==> src/rtl/tmr_pkg.sv <==
package tmr_pkg;

    localparam int TMR_CNT_W = 16;
    localparam int TMR_PRE_W = 8;

    typedef enum logic [1:0] {
        MODE_CAPTURE = 2'd0,
        MODE_COMPARE = 2'd1,
        MODE_EVENT   = 2'd2,
        MODE_RSVD    = 2'd3
    } tmr_mode_e;

    typedef enum logic [2:0] {
        REG_CTRL  = 3'd0,
        REG_PRESC = 3'd1,
        REG_REF   = 3'd2,
        REG_CAPT  = 3'd3,
        REG_COUNT = 3'd4,
        REG_STAT  = 3'd5
    } tmr_reg_e;

    // bit 0 enable, 2:1 mode, 3 ext source, 4 toggle, 5 out enable,
    // 6 restart, 7 capture irq enable, 8 reference irq enable
    typedef struct packed {
        logic      irq_ref_en;
        logic      irq_cap_en;
        logic      restart;
        logic      out_en;
        logic      out_toggle;
        logic      clk_ext;
        tmr_mode_e mode;
        logic      enable;
    } tmr_ctrl_t;

    typedef struct packed {
        logic ref_hit;
        logic cap_hit;
    } tmr_evt_t;

    function automatic logic sticky_next(input logic cur, input logic set, input logic clr);
        return set | (cur & ~clr);
    endfunction

endpackage

==> src/rtl/tmr_sync_edge.sv <==
module tmr_sync_edge #(
    parameter int STAGES = 2
) (
    input  logic clk,
    input  logic rst,
    input  logic din,
    output logic rise
);
    logic [STAGES-1:0] chain;
    logic              prev;

    always_ff @(posedge clk) begin
        if (rst) begin
            chain <= '0;
            prev  <= 1'b0;
        end else begin
            chain <= {chain[STAGES-2:0], din};
            prev  <= chain[STAGES-1];
        end
    end

    assign rise = chain[STAGES-1] & ~prev;
endmodule

==> src/rtl/tmr_prescaler.sv <==
module tmr_prescaler #(
    parameter int PRE_W = 8
) (
    input  logic             clk,
    input  logic             rst,
    input  logic             run,
    input  logic             src_pulse,
    input  logic [PRE_W-1:0] divisor,
    output logic             tick
);
    logic [PRE_W-1:0] pre_cnt;
    logic             last;

    assign last = (pre_cnt >= divisor);
    assign tick = run & src_pulse & last;

    always_ff @(posedge clk) begin
        if (rst || !run) begin
            pre_cnt <= '0;
        end else if (src_pulse) begin
            pre_cnt <= last ? '0 : pre_cnt + 1'b1;
        end
    end
endmodule

==> src/rtl/tmr_core.sv <==
module tmr_core
    import tmr_pkg::*;
#(
    parameter int CNT_W = 16
) (
    input  logic             clk,
    input  logic             rst,
    input  tmr_ctrl_t        ctrl,
    input  logic             tick,
    input  logic             evt_rise,
    input  logic [CNT_W-1:0] ref_val,
    output logic [CNT_W-1:0] cnt,
    output logic [CNT_W-1:0] capture,
    output tmr_evt_t         evt,
    output logic             out_level
);
    logic             advance;
    logic             is_cmp;
    logic [CNT_W-1:0] nxt;

    assign is_cmp = (ctrl.mode == MODE_COMPARE);

    always_comb begin
        unique case (ctrl.mode)
            MODE_EVENT: advance = ctrl.enable & evt_rise;
            MODE_RSVD:  advance = 1'b0;
            default:    advance = ctrl.enable & tick;
        endcase
    end

    assign nxt         = (is_cmp && ctrl.restart && cnt == ref_val) ? '0 : cnt + 1'b1;
    assign evt.ref_hit = advance & is_cmp & (nxt == ref_val);
    assign evt.cap_hit = ctrl.enable & (ctrl.mode == MODE_CAPTURE) & evt_rise;

    always_ff @(posedge clk) begin
        if (rst || !ctrl.enable) begin
            cnt <= '0;
        end else if (advance) begin
            cnt <= nxt;
        end
    end

    always_ff @(posedge clk) begin
        if (rst) begin
            capture <= '0;
        end else if (evt.cap_hit) begin
            capture <= cnt;
        end
    end

    always_ff @(posedge clk) begin
        if (rst || !ctrl.enable) begin
            out_level <= 1'b1;
        end else if (advance) begin
            if (ctrl.out_toggle) begin
                out_level <= out_level ^ evt.ref_hit;
            end else begin
                out_level <= ~evt.ref_hit;
            end
        end
    end
endmodule

==> src/rtl/tmr_top.sv <==
module tmr_top
    import tmr_pkg::*;
#(
    parameter int CNT_W       = TMR_CNT_W,
    parameter int PRE_W       = TMR_PRE_W,
    parameter int SYNC_STAGES = 2
) (
    input  logic             clk,
    input  logic             rst,
    input  logic             wr_en,
    input  logic [2:0]       wr_addr,
    input  logic [CNT_W-1:0] wr_data,
    input  logic [2:0]       rd_addr,
    output logic [CNT_W-1:0] rd_data,
    input  logic             ext_clk_in,
    input  logic             evt_in,
    output logic             tmr_out,
    output logic             irq
);
    localparam int CTRL_W = $bits(tmr_ctrl_t);

    tmr_ctrl_t        ctrl_q;
    logic [PRE_W-1:0] presc_q;
    logic [CNT_W-1:0] ref_q;
    logic             flag_cap;
    logic             flag_ref;
    logic             ext_rise;
    logic             evt_rise;
    logic             src_pulse;
    logic             tick;
    logic [CNT_W-1:0] cnt;
    logic [CNT_W-1:0] capture;
    tmr_evt_t         evt;
    logic             out_level;
    logic             stat_wr;

    tmr_sync_edge #(.STAGES(SYNC_STAGES)) u_ext_sync (
        .clk(clk), .rst(rst), .din(ext_clk_in), .rise(ext_rise)
    );

    tmr_sync_edge #(.STAGES(SYNC_STAGES)) u_evt_sync (
        .clk(clk), .rst(rst), .din(evt_in), .rise(evt_rise)
    );

    assign src_pulse = ctrl_q.clk_ext ? ext_rise : 1'b1;

    tmr_prescaler #(.PRE_W(PRE_W)) u_presc (
        .clk(clk), .rst(rst), .run(ctrl_q.enable), .src_pulse(src_pulse),
        .divisor(presc_q), .tick(tick)
    );

    tmr_core #(.CNT_W(CNT_W)) u_core (
        .clk(clk), .rst(rst), .ctrl(ctrl_q), .tick(tick), .evt_rise(evt_rise),
        .ref_val(ref_q), .cnt(cnt), .capture(capture), .evt(evt),
        .out_level(out_level)
    );

    assign stat_wr = wr_en && (tmr_reg_e'(wr_addr) == REG_STAT);

    always_ff @(posedge clk) begin
        if (rst) begin
            ctrl_q  <= '0;
            presc_q <= '0;
            ref_q   <= '0;
        end else if (wr_en) begin
            unique case (tmr_reg_e'(wr_addr))
                REG_CTRL:  ctrl_q  <= tmr_ctrl_t'(wr_data[CTRL_W-1:0]);
                REG_PRESC: presc_q <= wr_data[PRE_W-1:0];
                REG_REF:   ref_q   <= wr_data;
                default: ;
            endcase
        end
    end

    always_ff @(posedge clk) begin
        if (rst) begin
            flag_cap <= 1'b0;
            flag_ref <= 1'b0;
        end else begin
            flag_cap <= sticky_next(flag_cap, evt.cap_hit, stat_wr & wr_data[0]);
            flag_ref <= sticky_next(flag_ref, evt.ref_hit, stat_wr & wr_data[1]);
        end
    end

    always_comb begin
        unique case (tmr_reg_e'(rd_addr))
            REG_CTRL:  rd_data = {{(CNT_W-CTRL_W){1'b0}}, ctrl_q};
            REG_PRESC: rd_data = {{(CNT_W-PRE_W){1'b0}}, presc_q};
            REG_REF:   rd_data = ref_q;
            REG_CAPT:  rd_data = capture;
            REG_COUNT: rd_data = cnt;
            REG_STAT:  rd_data = {{(CNT_W-2){1'b0}}, flag_ref, flag_cap};
            default:   rd_data = '0;
        endcase
    end

    assign tmr_out = ctrl_q.out_en ? out_level : 1'b1;
    assign irq     = (flag_cap & ctrl_q.irq_cap_en) | (flag_ref & ctrl_q.irq_ref_en);
endmodule

==> config.mk <==
export PLATFORM = sky130hd
export DESIGN_NAME = tmr_top
export DESIGN_NICKNAME = d
export VERILOG_FILES = /design/src/rtl/tmr_pkg.sv /design/src/rtl/tmr_sync_edge.sv /design/src/rtl/tmr_prescaler.sv /design/src/rtl/tmr_core.sv /design/src/rtl/tmr_top.sv
export SDC_FILE = /design/constraint.sdc
export NUM_CORES = 1
export LEC_CHECK = 0
export ABC_AREA = 1
export BUFFER_PORTS_ARGS = -buffer_cell sky130_fd_sc_hd__buf_2
export CAP_MARGIN = 25
export CORE_UTILIZATION = 39
export CTS_CLUSTER_SIZE = 24
export DETAILED_ROUTE_END_ITERATION = 6
export PLACE_DENSITY_LB_ADDON = 0.15
export SYNTH_ARGS = -nofsm -noshare
export SYNTH_HDL_FRONTEND = slang
export SYNTH_SLANG_ARGS = --single-unit
==> constraint.sdc <==
create_clock -name clk -period 4.5 [get_ports clk]
set_clock_uncertainty 0.1 [all_clocks]
set_input_delay 0.45 -clock clk [delete_from_list [all_inputs] [get_ports clk]]
set_output_delay 0.45 -clock clk [all_outputs]
set_load 0.05 [all_outputs]
==> results.md <==
* CTS H-tree depth at 3
* Initial antenna violation count at 0
* R2R setup slack at 1.93 ns
* Largest net degree at the start of global routing at 34
* Total design power at 1.567 mW
* Final WL at 13.68 mm
* Most Frequent Cell on Critical Path: buf_2
* Worst hold margin at 0.2148 ns
* Hold Path End: u_ext_sync.chain[0]
* Syn_nets at around 710
* CP arrival at 2.25 ns
* Synth area leader: dfxtp_1
* Root cell of the clock tree: clkbuf_16
* Post-synth EDFFs at 0
* First-pass detailed-route iteration total at 5
* Status: completed
* Final Cell Area at 0.005150 mm^2
* GP Congestion at around 0.9
* Crit path kind: input pin to output pin
* CTS resizes at 0
* Max_slew headroom at 0.5107
* Die ar. at 0.01204 mm^2
* Seq/Total Area, Yosys at 0.3628
* Post-CTS setup buffers at 0
* Area delta synth->final at 13.83%
* Max-cap viol count at 0
* Final worst-path cycle share at 0.6225
* Final setup viols at 0
* CTS tree: done
* P_leak at around 2.3 nW
* Clock Latency Late Sink at between 0.3 and 0.4 ns
* FFs w/ async S/R, synth at 0
* CP endpoint kind: output pin
* Share of layout cells above drive strength 1 at 0.1246
* Area occupied by multi-input gates at 0.002449 mm^2
* Port Buffers at 44
* Peak supply drop at 189.4 uV
* Post-Synthesis Cells at 672
* Clk slew on worst S/H paths at 0.06 ns
* FF-to-FF path depth at 13
* DRC Markers at 0
* GRT Util Overall at 0.2468
* Hold buffer count at cts at 0
* Ys Warns at 0
* Overflow after GRT at 0
* Core Area at 0.01108 mm^2
* Vias at 4614
* Post-Synthesis Cell Area at 0.004524 mm^2
* #FFs+latches synth at 82
* Layout Nets at 746
* Reg2reg start: u_core.cnt[0]
* Pwr dens at 304.3 mW/mm^2
* Max Slew Vio Count at 0
* Hold path depth at 3
* Setup TNS at 0 ns
* Final ANT Viol Nets at 0
* Synth top area cells: dfxtp_1, nand2_1, a21oi_1, o21ai_0, inv_1
* WP data required at around 4.0 ns
* CTS max path bufs at 2
* Synth cell types at 34
* Worst-Margin Slew at 0.7317 ns
* Placed cell areas at 0.004877 mm^2
* Die Span Y at 109.7 um
* Std-Cell Rows at 38
* Hpwl dp at 10.43 mm
* Hold WC Path Type: input pin to register
* Via density at 5.403
* HP Start: ext_clk_in
* Critical path's slowest cell: nor3_1
* Initial cell density of the core at 0.4084
* Inserted Diodes at 0
* Unrepaired setup endpoints after global routing: no
* Number of global-route vias before repair at 4314
* IO Count at 45
* Reg area at 0.001642 mm^2
* RR Endpoint: u_core.out_level
* Worst setup SP type: input pin
* F_max at approximately 360 MHz
* Fillcell total at roughly 1.2k
* Top-area cell type share of the netlist area at 0.3628
* First-pass GRT wire length at 22.20 mm
* Synth Flop Type: dfxtp_1
* Tmin final at roughly 2.8 ns
* Largest fanout on the critical path at 13
* Clk sinks at 82
* Die W at about 110 um
* DR WL/cell at 16.02 um
* DR iter-0 viols at 336
* Critical path's largest stage delay at 0.50 ns
* CTS Buf Count at 9
* Final hold violations at 0
* Synth Area per Inst at 6.733 um^2
* CP cell instances: buf_2 -> nor3_1 -> inv_1 -> o21ai_0 -> a221oi_1 -> o211ai_1 -> buf_2
## final cells by class
class,count,share of cell area
Multi-Input combinational cell,478,0.4755
Clock inverter,5,0.005831
Tap cell,140,0.03401
Sequential cell,82,0.3188
Timing Repair Buffer,49,0.05394
Clock buffer,11,0.04713
Inverter,89,0.06487
## through the flow
step,utilization,std cells,worst slack (ns)
finish,0.4649,854,1.699
global route,0.4649,854,1.525
CTS,0.4649,854,1.753
detailed placement,0.4403,838,1.766
global placement,0.4378,837,1.749
floorplan,-,672,2.018
## how the worst max path moves through the flow
| stage | start | endpoint |
|---|---|---|
| 2_1_floorplan | rd_addr[1] | rd_data[10] |
| 3_3_place_gp | rd_addr[0] | rd_data[0] |
| 3_5_place_dp | rd_addr[2] | rd_data[0] |
| 4_1_cts | rd_addr[0] | rd_data[0] |
| 5_1_grt | rd_addr[1] | rd_data[0] |
| 6_report | rd_addr[2] | rd_data[0] |
## Yosys cell counts, drive strengths merged (8+ instances only)
cell	number
nand2	155
ha	10
clkbuf	18
nor3	11
dfxtp	82
inv	89
nand3	32
nand4	8
xor2	16
a21oi	81
nor2	57
o21ai	76
o221ai	11
## sequential cells by signal (all words and copies together) (netlist names)
register / count
ref_q: 16
u_core.capture: 16
u_core.cnt: 16
ctrl_q: 9
presc_q: 8
u_presc.pre_cnt: 8
u_evt_sync.chain: 2
u_ext_sync.chain: 2
flag_cap: 1
flag_ref: 1
u_core.out_level: 1
u_evt_sync.prev: 1
u_ext_sync.prev: 1
## metal layers
layer | vias to the layer above | global-route usage | wire, um
li1 | 2299 | - | -
met1 | 2167 | 0.3391 | 6461
met2 | 133 | 0.3854 | 6189
met3 | 15 | 0.05809 | 840
met4 | 0 | 0.06857 | 187
met5 | - | 0 | 0
## cells in the final DEF, fill, tap and decap left out, types with 2 or more instances in the layout
master,n
nand2_1,149
buf_2,44
nor3b_1,2
nand3b_1,2
nand2_2,6
nand4_1,8
inv_2,7
o22ai_1,5
o21ai_0,75
nor2_2,5
ha_1,10
nor2_1,51
a221oi_1,3
a21oi_1,81
buf_4,4
nand3_2,3
inv_1,82
nor3_1,9
o221ai_1,11
xnor2_1,3
nand3_1,28
xor2_1,16
clkinvlp_4,2
dfxtp_1,82
o211ai_1,2
clkbuf_16,9
clkinv_2,3
## critical path: cells and delay by family
| family | cells | cell delay (ns) |
|---|---|---|
| simple gates | 1 | 0.50 |
| compound gates | 3 | 0.47 |
| buf+inv | 3 | 0.82 |
## cells by family after synthesis
group                    share of synthesized area
AND/OR/NAND/NOR                             0.2575
buffers and inverters                      0.09707
AO/OA/AOI/OAI                               0.2182
flip-flops                                  0.3628
XOR/XNOR                                   0.03678
adder cells (fa/ha/maj)                    0.02765
## report_power, final
part | internal (mW) | switching, mW | total (mW)
combinational | 0.0412 | 0.0904 | 0.132
sequential | 0.740 | 0.00950 | 0.749
clock | 0.386 | 0.300 | 0.686
No activity file was read; power rests on OpenSTA's default activity.
